**config.mk**
```make
export PLATFORM = sky130hd
export DESIGN_NAME = cstate_seq
export DESIGN_NICKNAME = d
export VERILOG_FILES = /design/src/rtl/cstate_pkg.sv /design/src/rtl/cstate_res_timer.sv /design/src/rtl/cstate_perf_ctr.sv /design/src/rtl/cstate_seq_fsm.sv /design/src/rtl/cstate_seq.sv
export SDC_FILE = /design/constraint.sdc
export NUM_CORES = 1
export LEC_CHECK = 0
export CORE_ASPECT_RATIO = 1.2
export CORE_MARGIN = 3
export CORE_UTILIZATION = 56
export CTS_CLUSTER_DIAMETER = 100
export DETAILED_ROUTE_END_ITERATION = 10
export GPL_ROUTABILITY_DRIVEN = 0
export HOLD_SLACK_MARGIN = 0.06
export PLACE_DENSITY_LB_ADDON = 0.1
export REMOVE_ABC_BUFFERS = 1
export SLEW_MARGIN = 10
export SYNTH_ARGS = -nofsm -noshare
export SYNTH_HDL_FRONTEND = slang
export SYNTH_HIERARCHICAL = 1
export SYNTH_SLANG_ARGS = --single-unit
```
**constraint.sdc**
```tcl
create_clock -name clk -period 5.08 [get_ports clk]
set_clock_uncertainty 0.2 [all_clocks]
set_input_delay 1.016 -clock clk [delete_from_list [all_inputs] [get_ports clk]]
set_output_delay 1.016 -clock clk [all_outputs]
set_load 0.005 [all_outputs]
```
**src/rtl/cstate_pkg.sv**
```systemverilog
package cstate_pkg;
  typedef enum logic [3:0] {
    ST_RUN,
    ST_C1_WAIT,
    ST_CLK_DN,
    ST_C1_RES,
    ST_SAVE,
    ST_PWR_DN,
    ST_C6_RES,
    ST_PWR_UP,
    ST_CLK_UP
  } seq_state_e;

  localparam logic [1:0] CS_RUN    = 2'd0;
  localparam logic [1:0] CS_CLKOFF = 2'd1;
  localparam logic [1:0] CS_PWROFF = 2'd2;

  localparam int NUM_TIMERS = 2;
  localparam int TMR_C1     = 0;
  localparam int TMR_C6     = 1;
endpackage

```
**src/rtl/cstate_res_timer.sv**
```systemverilog
module cstate_res_timer #(
  parameter int W = 8
) (
  input  logic         clk,
  input  logic         rst_n,
  input  logic         run_i,
  input  logic [W-1:0] limit_i,
  output logic         expired_o
);
  logic [W-1:0] cnt_q;

  assign expired_o = run_i && (cnt_q >= limit_i);

  always_ff @(posedge clk) begin
    if (!rst_n)          cnt_q <= '0;
    else if (!run_i)     cnt_q <= '0;
    else if (!expired_o) cnt_q <= cnt_q + 1'b1;
  end
endmodule

```
**src/rtl/cstate_perf_ctr.sv**
```systemverilog
module cstate_perf_ctr #(
  parameter int W = 16
) (
  input  logic         clk,
  input  logic         rst_n,
  input  logic         inc_i,
  output logic [W-1:0] count_o
);
  always_ff @(posedge clk) begin
    if (!rst_n)     count_o <= '0;
    else if (inc_i) count_o <= count_o + 1'b1;
  end
endmodule

```
**src/rtl/cstate_seq_fsm.sv**
```systemverilog
module cstate_seq_fsm
  import cstate_pkg::*;
(
  input  logic       clk,
  input  logic       rst_n,
  input  logic       halt_i,
  input  logic       intr_pend_i,
  input  logic       wake_i,
  input  logic       clk_ack_i,
  input  logic       save_ack_i,
  input  logic       pwr_ack_i,
  input  logic       c1_exp_i,
  input  logic       c6_exp_i,
  output logic       c1_run_o,
  output logic       c6_run_o,
  output logic       c1_enter_o,
  output logic       clk_dn_req_o,
  output logic       clk_up_req_o,
  output logic       save_req_o,
  output logic       pwr_dn_req_o,
  output logic       pwr_up_req_o,
  output logic [1:0] cstate_o
);
  seq_state_e state_q, state_d;
  logic       wake_seen_q;
  logic       abort;

  // An interrupt or wake seen during save or power-down cancels C6 entry
  assign abort = intr_pend_i || wake_i || wake_seen_q;

  always_comb begin
    state_d = state_q;
    unique case (state_q)
      ST_RUN:     if (halt_i) state_d = ST_C1_WAIT;
      ST_C1_WAIT: begin
        if (wake_i)        state_d = ST_RUN;
        else if (c1_exp_i) state_d = intr_pend_i ? ST_RUN : ST_CLK_DN;
      end
      ST_CLK_DN:  if (clk_ack_i) state_d = ST_C1_RES;
      ST_C1_RES: begin
        if (wake_i)        state_d = ST_CLK_UP;
        else if (c6_exp_i) state_d = ST_SAVE;
      end
      ST_SAVE:    if (save_ack_i) state_d = abort ? ST_CLK_UP : ST_PWR_DN;
      ST_PWR_DN:  if (pwr_ack_i)  state_d = abort ? ST_PWR_UP : ST_C6_RES;
      ST_C6_RES:  if (wake_i)     state_d = ST_PWR_UP;
      ST_PWR_UP:  if (pwr_ack_i)  state_d = ST_CLK_UP;
      ST_CLK_UP:  if (clk_ack_i)  state_d = ST_RUN;
      default:    state_d = ST_RUN;
    endcase
  end

  always_ff @(posedge clk) begin
    if (!rst_n) begin
      state_q     <= ST_RUN;
      wake_seen_q <= 1'b0;
    end else begin
      state_q <= state_d;
      if (state_q == ST_SAVE || state_q == ST_PWR_DN)
        wake_seen_q <= wake_seen_q || wake_i;
      else
        wake_seen_q <= 1'b0;
    end
  end

  assign c1_run_o     = (state_q == ST_C1_WAIT);
  assign c6_run_o     = (state_q == ST_C1_RES);
  assign clk_dn_req_o = (state_q == ST_CLK_DN);
  assign clk_up_req_o = (state_q == ST_CLK_UP);
  assign save_req_o   = (state_q == ST_SAVE);
  assign pwr_dn_req_o = (state_q == ST_PWR_DN);
  assign pwr_up_req_o = (state_q == ST_PWR_UP);
  assign c1_enter_o   = (state_q == ST_CLK_DN) && clk_ack_i;

  always_comb begin
    unique case (state_q)
      ST_C1_RES, ST_SAVE, ST_PWR_DN, ST_CLK_UP: cstate_o = CS_CLKOFF;
      ST_C6_RES, ST_PWR_UP:                     cstate_o = CS_PWROFF;
      default:                                  cstate_o = CS_RUN;
    endcase
  end
endmodule

```
**src/rtl/cstate_seq.sv**
```systemverilog
module cstate_seq
  import cstate_pkg::*;
#(
  parameter int LIM_W  = 8,
  parameter int PERF_W = 16
) (
  input  logic              clk,
  input  logic              rst_n,
  input  logic              halt_i,
  input  logic              intr_pend_i,
  input  logic              wake_i,
  input  logic [LIM_W-1:0]  c1_limit_i,
  input  logic [LIM_W-1:0]  c6_limit_i,
  input  logic              clk_ack_i,
  input  logic              save_ack_i,
  input  logic              pwr_ack_i,
  output logic              clk_dn_req_o,
  output logic              clk_up_req_o,
  output logic              save_req_o,
  output logic              pwr_dn_req_o,
  output logic              pwr_up_req_o,
  output logic [1:0]        cstate_o,
  output logic [PERF_W-1:0] c1_count_o
);
  logic [NUM_TIMERS-1:0] tmr_run, tmr_exp;
  logic [LIM_W-1:0]      tmr_lim [NUM_TIMERS];
  logic                  c1_enter;

  assign tmr_lim[TMR_C1] = c1_limit_i;
  assign tmr_lim[TMR_C6] = c6_limit_i;

  for (genvar g = 0; g < NUM_TIMERS; g++) begin : g_tmr
    cstate_res_timer #(.W(LIM_W)) u_tmr (
      .clk       (clk),
      .rst_n     (rst_n),
      .run_i     (tmr_run[g]),
      .limit_i   (tmr_lim[g]),
      .expired_o (tmr_exp[g])
    );
  end

  cstate_seq_fsm u_fsm (
    .clk          (clk),
    .rst_n        (rst_n),
    .halt_i       (halt_i),
    .intr_pend_i  (intr_pend_i),
    .wake_i       (wake_i),
    .clk_ack_i    (clk_ack_i),
    .save_ack_i   (save_ack_i),
    .pwr_ack_i    (pwr_ack_i),
    .c1_exp_i     (tmr_exp[TMR_C1]),
    .c6_exp_i     (tmr_exp[TMR_C6]),
    .c1_run_o     (tmr_run[TMR_C1]),
    .c6_run_o     (tmr_run[TMR_C6]),
    .c1_enter_o   (c1_enter),
    .clk_dn_req_o (clk_dn_req_o),
    .clk_up_req_o (clk_up_req_o),
    .save_req_o   (save_req_o),
    .pwr_dn_req_o (pwr_dn_req_o),
    .pwr_up_req_o (pwr_up_req_o),
    .cstate_o     (cstate_o)
  );

  cstate_perf_ctr #(.W(PERF_W)) u_perf (
    .clk     (clk),
    .rst_n   (rst_n),
    .inc_i   (c1_enter),
    .count_o (c1_count_o)
  );
endmodule

```
* Yosys cells after proc, flatten, opt, wreduce, memory -nomap -nowiden
Index checks and enable logic that the tools add are counted.
** Storage, ports and cells
- Memories :: 0
- RAM bits :: 0
- Latch bits :: 0
- Memory bits (read-only) :: 0
- Register bits after elaboration :: 37
- Output and inout bits :: 23
** Operators by class
- Divide/modulo/power cells :: 0
- Add/sub/neg operators :: 3
- Muxes and demuxes :: 16
- Bitwise logic cells :: 0
- Shift operators :: 0
- Multipliers :: 0
- $lt $le $gt $ge :: 2
- Reduce and logical (&&, ||, !) cells :: 14
- Equal/unequal tests :: 17
** Operator list (count)
- 2-to-1 mux 4 bit :: 12
- case mux 4 bit (9 select lines) :: 1
- adder 16 x 1 -> 16 bit, second input constant :: 1
- adder 8 x 1 -> 8 bit, second input constant :: 2
- == test 4 x 3 -> 1 bit, second input constant :: 4
- greater-or-equal comparator 8 bit :: 2
- != test 2 bit, second input constant :: 7
- AND reduction 9 bit :: 1
- == test 4 x 2 -> 1 bit, second input constant :: 2
- != test 3 bit, second input constant :: 2
- AND reduction 2 bit :: 3
- == test 4 x 1 -> 1 bit, second input constant :: 1
- == test 4 bit, second input constant :: 1
- zero test 4 bit :: 1
- logical OR 1 bit :: 4
- case mux 2 bit (2 select lines) :: 1
- OR reduction 4 bit :: 1
- logical AND 1 bit :: 3
- 2-to-1 mux 2 bit :: 1
- OR reduction 2 bit :: 1
- 2-to-1 mux 1 bit :: 1

* Logic depth before layout (Yosys ltp)
Gate-level depths: netlist (run 1).
- Depth in word-level cells :: 5
- Gate-level depth with buffers :: 11
- Gate-level depth less buffers :: 10

* Cells and area by module
Netlist (run 1), hierarchy kept.
** By module, submodules not included
- cstate_res_timer :: area an instance 586.8 um^2, cells an instance 74, instances 2
- cstate_perf_ctr :: area an instance 744.5 um^2, cells an instance 83, instances 1
- cstate_seq_fsm :: area an instance 535.5 um^2, cells an instance 71, instances 1

* Worst setup path after synthesis (run 1)
No wires, ideal clock.
- Kind :: input to register
- Start :: input port c6_limit_i[2]
- End :: register u_fsm.state_q[0]
- Stages :: 11
- Setup time :: 74 ps
- Arrival time :: 2910 ps
- Required time :: 4806 ps
- Slack :: 1895 ps
- Path buffers :: 1
- Cells stage by stage :: inv_1 ha_1 nand2_1 o21ai_1 a211o_1 buf_6 and2_2 mux2i_1 a32o_2 or4_1 a31oi_1
** Between the ends
- Cells in the longest elaborated chain, start to end :: 4
** RTL lines
- start: declaration :: RTL line cstate_seq.sv:13 : input logic [LIM_W-1:0] c6_limit_i,
- greater-or-equal comparator 8 bit :: RTL line cstate_res_timer.sv:12 : assign expired_o = run_i && (cnt_q >= limit_i);
- logical AND 1 bit :: RTL line cstate_res_timer.sv:12
- net tmr_exp[1] :: RTL line cstate_seq.sv:25 : logic [NUM_TIMERS-1:0] tmr_run, tmr_exp;
- != test 3 bit (no source line)
- AND reduction 9 bit (no source line)
- end signal: assignment :: RTL line cstate_seq_fsm.sv:58 : state_q <= state_d;
- end: declaration :: RTL line cstate_seq_fsm.sv:24 : seq_state_e state_q, state_d;
The timed path passes the listed nets, and every way through them passes these cells.
A chain may end at the register's enable or synchronous reset.

* Worst setup path after layout (run 1)
- Start :: input port c6_limit_i[5]
- End :: register u_fsm.state_q[0]
Same word-level chain as after synthesis.

==> results of run 1 <==
==> area by class of cell <==
class,instances,area [um^2],share of cell area [%]
Multi-Input combinational cell,230,1550,51.4
Inverter,26,97.6,3.24
Sequential cell,37,741,24.6
Tap cell,54,67.6,2.25
Clock buffer,6,82.6,2.74
Clock inverter,2,13.8,0.457
Timing Repair Buffer,46,460,15.3
==> synth_stat cells, drive strengths merged, types with 4 or more instances <==
| cell | count |
|---|---|
| o21ai | 14 |
| nand2 | 38 |
| dfxtp | 37 |
| xor2 | 5 |
| inv | 26 |
| nand2b | 6 |
| buf | 6 |
| a21oi | 11 |
| a211oi | 6 |
| nand4 | 7 |
| or3 | 6 |
| ha | 19 |
| nand3 | 7 |
| or4 | 8 |
| xnor2 | 8 |
| nor2 | 31 |
| nor4 | 4 |
| nor3 | 8 |
| mux2i | 6 |
| and2 | 8 |
==> state kept, by name, indices dropped and copies added (netlist names) <==
register,cells
g_tmr.u_tmr/cnt_q,16
u_perf/count_o,16
u_fsm/state_q,4
u_fsm/wake_seen_q,1
==> metal layers <==
metal  share of wire (%)  wire length, um
met2                  50             2430
met3                 4.3              208
met5                   0                0
met4                0.70               34
met1                  45             2200
==> how the worst max path moves through the flow <==
stage	from	endpoint
floorplan	c6_limit_i[2]	u_fsm/state_q[0]$_SDFFE_PN0P_
global placement	c6_limit_i[2]	u_fsm/state_q[0]$_SDFFE_PN0P_
detailed placement	c6_limit_i[5]	u_fsm/state_q[0]$_SDFFE_PN0P_
CTS	c6_limit_i[5]	u_fsm/state_q[0]$_SDFFE_PN0P_
global route	c1_limit_i[2]	u_fsm/state_q[0]$_SDFFE_PN0P_
finish	c6_limit_i[5]	u_fsm/state_q[0]$_SDFFE_PN0P_
==> tightest hold or removal path: stages (launching register included) <==
cell	delay, ns
dfxtp_1	0.33
nand2_1	0.06
mux2i_1	0.06
==> metrics by stage <==
| step | hold slack, ns | instance area, um^2 | setup WS (ns) | std cells | util (%) |
|---|---|---|---|---|---|
| 2_1_floorplan | 0.256 | 2380 | 1.87 | 293 | - |
| 3_3_place_gp | 0.270 | 2910 | 1.25 | 393 | 71.6 |
| 3_5_place_dp | 0.282 | 2910 | 1.20 | 393 | 71.6 |
| 4_1_cts | 0.292 | 3010 | 1.52 | 401 | 74.0 |
| 5_1_grt | 0.318 | 3010 | 1.33 | 401 | 74.0 |
| 6_report | 0.287 | 3010 | 1.51 | 401 | 74.0 |
==> where the power goes <==
part | switching [mW] | internal (mW) | leakage [nW]
Sequential | 0.0386 | 0.304 | 0.299
Clock | 0.103 | 0.110 | 0.0512
Combinational | 0.102 | 0.114 | 0.847
Total | 0.243 | 0.528 | 1.20
==> cells by family (layout without fill, tap and decap cells) <==
logic type	Yosys count	count (layout)	synth area share [%]
DFF	37	37	30.2
buffers and inverters	35	80	6.78
xor gates and xnor gates	13	13	4.64
AOI/OAI and AO/OA	56	56	16.3
and+or+nand+nor	136	136	29.9
muxes	6	6	2.45
adders and majority gates	19	19	9.69
==> impl_metrics.json, run 1 <==
{
  "busiest_layer": "met2",
  "wirelength_mm": 4.87,
  "antenna_left": 0,
  "post_drt_wl_per_cell_um": 12.1,
  "synth_area_mm2": 0.00245,
  "r2r_setup_slack_ns": 2.32,
  "synth_enable_flop_cells": 0,
  "antenna_found_initial": 0,
  "fin_setup_tns_ns": 0,
  "worstHoldPathType": "reg2reg",
  "dr_total_vias": 2257,
  "cp_cell_sequence": "clkdlybuf4s50_1 -> inv_1 -> ha_1 -> nand4_1 -> nor2_1 -> a211o_1 -> and2_2 -> mux2i_1 -> a32o_2 -> or4_1 -> a31oi_1",
  "slowest_delay_ns": 0.47,
  "hold_path_depth": 2,
  "die_w_um": 66.4,
  "drive_gt1_share_pct": 7.20,
  "cts.clk_slew.worst_paths_ns": 0.07,
  "clockBufferDepth": 2,
  "dieArea_mm2": 0.00522,
  "start_kind": "input port",
  "grt_max_degree": 17,
  "firstDrtPassIters": 4,
  "drc": 0,
  "cts_resized": 0,
  "rsz0062_at_grt": "false",
  "run_status": "complete, no violations",
  "grt_pass1_vias": 2000,
  "hold_end": "u_perf/count_o[14]$_SDFFE_PN0P_",
  "powerDensity_mw_per_mm2": 256,
  "io_pins": 47,
  "power.leakage_nw": 1.20,
  "final_common_cell": "clkdlybuf4s50_1",
  "clock_sinks": 37,
  "met3_usage_pct": 5.44,
  "cp.depth": 11,
  "slew_headroom_pct": 59.8,
  "fillers": 339,
  "synth_top_area_share_pct": 30.2,
  "ys_seq_elements": 37,
  "grt_util_met2_pct": 33.0,
  "root_buffer": "clkbuf_8",
  "crit_slowest_cell": "or4_1",
  "port_buffers": 46,
  "cts_tree": "built",
  "setup_violations": 0,
  "cap_violations": 0,
  "fin_crit_ns": 3.57,
  "numCtsBuffers": 5,
  "finalNetCount": 389,
  "maxSlewViolCount": 0,
  "yosysTopAreaCell": "dfxtp_1",
  "core-area_mm2": 0.00407,
  "ys.warnings.count": 6,
  "avgSynthCellArea_um2": 8.12,
  "postCtsHoldBufs": 0,
  "worst_ep_required_time_ns": 5.10,
  "viasPerCell": 5.63,
  "synth.distinct_cells": 57,
  "crit_path_max_fanout": 12,
  "r2r_cells": 9,
  "gr-total-overflow": 0,
  "cpLargestDelayFamily": "simple AND/OR/NAND/NOR gates",
  "hpwl_mm": 3.79,
  "crit_type": "in2reg",
  "ir_drop_mv": 0.211,
  "die_h_um": 78.5,
  "grt.total_usage_pct": 20.4,
  "seq_area_frac_synth_pct": 30.2,
  "synth_area_leaders": "dfxtp_1 (30%), ha_1 (9.7%), nand2_1 (5.8%)",
  "syn_inst": 302,
  "cp_num_buf_inv": 2,
  "power.total_mw": 0.771,
  "grt_first_pass_wirelength_mm": 8.54,
  "synthToLayoutAreaGrowth_pct": 22.6,
  "met1_usage_pct": 25.8,
  "worst_pin_slew_ns": 0.599,
  "cts_setup_buffers": 0,
  "drt_iter0_markers": 165,
  "layout_common_cells": "clkdlybuf4s50_1 (46), nand2_1 (38), dfxtp_1 (37)",
  "hp-start": "u_perf/count_o[14]$_SDFFE_PN0P_",
  "arrival_ns": 3.58,
  "async_reset_ff_share_pct": 0,
  "hold_viol_final": 0,
  "row_count": 25,
  "reg2reg_to": "u_fsm/state_q[0]$_SDFFE_PN0P_",
  "htreeDepth": 2,
  "setup.worst_path.end_class": "flip-flop",
  "yosys_most_used_dff": "dfxtp_1",
  "start_util_pct": 60.3,
  "r2r_start": "g_tmr[1].u_tmr/cnt_q[2]$_SDFFE_PN0N_",
  "fmax_mhz": 280,
  "antenna_cells": 0,
  "finalCritPeriodShare_pct": 70.2,
  "clk_latency_ns": 0.28
}
No activity file was read; power rests on OpenSTA's default activity.
==> run 2: changes to the inputs <==
Settings changed: CORE_UTILIZATION 56 to 52.
Clock period 5.08 ns to 3.65 ns, I/O delays scaled along.
==> run 2 against run 1 <==
Sequential power up 39%. Core utilization down 5.3 points. Die area up 7.0%. Total power up 39%. First-iteration DRC count down 36%. Flip-flop and latch count unchanged. Non-clock buffer count up 2. Worst hold slack worse by 0.0035 ns. Cell area up 0.25%. Setup slack worse by 0.99 ns. Count of clock-buffer cells in the layout up 1. Register-to-register slack worse by 1.3 ns. Critical path type unchanged. Largest cell class unchanged.
==> impl_metrics.json, run 2 (same netlist as run 1, synthesis figures left out) <==
{
  "run_status": "complete, no violations",
  "io_pins": 47,
  "slew_headroom_pct": 60.1,
  "worst_ep_required_time_ns": 3.66,
  "grt_max_degree": 17,
  "top_regs": "g_tmr.u_tmr/cnt_q x16, u_perf/count_o x16, u_fsm/state_q x4",
  "crit_type": "in2reg",
  "drc": 0,
  "grt_pass1_vias": 2118,
  "cts_resized": 0,
  "crit_path_max_fanout": 5,
  "fin_crit_ns": 3.12,
  "grt.total_usage_pct": 20.0,
  "dieArea_mm2": 0.00558,
  "gr-total-overflow": 0,
  "hpwl_mm": 3.94,
  "cts.clk_slew.worst_paths_ns": 0.07,
  "power.leakage_nw": 1.20,
  "layout_common_cells": "clkdlybuf4s50_1 (46), nand2_1 (38), dfxtp_1 (37)",
  "rsz0062_at_grt": "false",
  "firstDrtPassIters": 4,
  "antenna_left": 0,
  "core-area_mm2": 0.00439,
  "clockBufferDepth": 2,
  "numCtsBuffers": 5,
  "cts_tree": "built",
  "maxSlewViolCount": 0,
  "antenna_found_initial": 0,
  "finalNetCount": 391,
  "crit_path_end": "u_fsm/state_q[0]$_SDFFE_PN0P_",
  "worstHoldPathType": "reg2reg",
  "cts_setup_buffers": 0,
  "drive_gt1_share_pct": 7.18,
  "setup.worst_path.end_class": "flip-flop",
  "wirelength_mm": 5.15,
  "reg2reg_to": "u_perf/count_o[13]$_SDFFE_PN0P_",
  "post_drt_wl_per_cell_um": 12.8,
  "htreeDepth": 2,
  "r2r_setup_slack_ns": 1.03,
  "die_w_um": 68.7,
  "port_buffers": 46,
  "fin_setup_tns_ns": 0,
  "final_common_cell": "clkdlybuf4s50_1",
  "r2r_start": "u_fsm/state_q[1]$_SDFFE_PN0P_",
  "powerDensity_mw_per_mm2": 354,
  "arrival_ns": 3.13,
  "grt_first_pass_wirelength_mm": 8.83,
  "start_util_pct": 55.9,
  "die_h_um": 81.2,
  "start_kind": "input port",
  "cap_violations": 0,
  "r2r_cells": 7,
  "postCtsHoldBufs": 0,
  "viasPerCell": 5.54,
  "synthToLayoutAreaGrowth_pct": 22.9,
  "crit_path_start": "c6_limit_i[5]",
  "dr_total_vias": 2238,
  "drt_iter0_markers": 106,
  "root_buffer": "clkbuf_8",
  "hold_viol_final": 0,
  "ir_drop_mv": 0.309,
  "row_count": 26,
  "fmax_mhz": 320,
  "antenna_cells": 0,
  "clock_sinks": 37,
  "finalCritPeriodShare_pct": 85.6,
  "setup_violations": 0,
  "clk_latency_ns": 0.28,
  "worst_pin_slew_ns": 0.595,
  "power.total_mw": 1.07
}
[run 2: final cells by class]
| cell class | instances | area, um^2 |
|---|---|---|
| Multi-Input combinational cell | 230 | 1550 |
| Fill cell | 388 | 1380 |
| Sequential cell | 37 | 741 |
| Timing Repair Buffer | 48 | 475 |
| Inverter | 26 | 97.6 |
| Clock buffer | 7 | 86.3 |
| Tap cell | 56 | 70.1 |
[run 2: per-stage QoR]
stage | hold slack [ns] | cells | setup slack [ns] | util, % | cell area (um^2)
floorplan | 0.256 | 293 | 0.724 | - | 2380
global placement | 0.268 | 397 | 0.277 | 66.7 | 2930
detailed placement | 0.277 | 397 | 0.245 | 66.7 | 2930
CTS | 0.291 | 404 | 0.534 | 68.7 | 3020
global route | 0.299 | 404 | 0.303 | 68.7 | 3020
finish | 0.284 | 404 | 0.527 | 68.7 | 3020
[run 2: per-layer routing]
metal / vias to the layer above / part of all wire, % / global-route usage (%)
met4: 0 / 1.1 / 4.68
met3: 8 / 4.3 / 4.01
li1: 1161 / - / -
met5: - / 0 / 0
met2: 51 / 50 / 35.6
met1: 1018 / 44 / 24.3
[run 2: worst min-delay path by stage]
stage / from / endpoint / slack (ns) / cells past startpoint
2_1_floorplan: g_tmr[0].u_tmr/cnt_q[7]$_SDFFE_PN0N_ / g_tmr[0].u_tmr/cnt_q[7]$_SDFFE_PN0N_ / 0.26 / 2
3_3_place_gp: u_perf/count_o[15]$_SDFFE_PN0P_ / u_perf/count_o[15]$_SDFFE_PN0P_ / 0.27 / 2
3_5_place_dp: u_perf/count_o[15]$_SDFFE_PN0P_ / u_perf/count_o[15]$_SDFFE_PN0P_ / 0.28 / 2
4_1_cts: u_perf/count_o[15]$_SDFFE_PN0P_ / u_perf/count_o[15]$_SDFFE_PN0P_ / 0.29 / 2
5_1_grt: g_tmr[1].u_tmr/cnt_q[7]$_SDFFE_PN0N_ / g_tmr[1].u_tmr/cnt_q[7]$_SDFFE_PN0N_ / 0.30 / 2
6_report: u_perf/count_o[15]$_SDFFE_PN0P_ / u_perf/count_o[15]$_SDFFE_PN0P_ / 0.28 / 2
[run 2: critical path, cell delays in order]
cell and delay (ns):
clkdlybuf4s50_1 0.45, inv_1 0.04, ha_1 0.29, nand4_1 0.09, nor2_1 0.15, a211o_1 0.19, and2_2 0.15, mux2i_1 0.08
a32o_2 0.33, or4_1 0.47, a31oi_1 0.16
[run 2: where the power goes]
part | switching, mW | internal (mW) | leakage [nW]
clock network | 0.138 | 0.150 | 0.0443
registers | 0.0544 | 0.423 | 0.299
logic | 0.144 | 0.159 | 0.858
total | 0.336 | 0.732 | 1.20
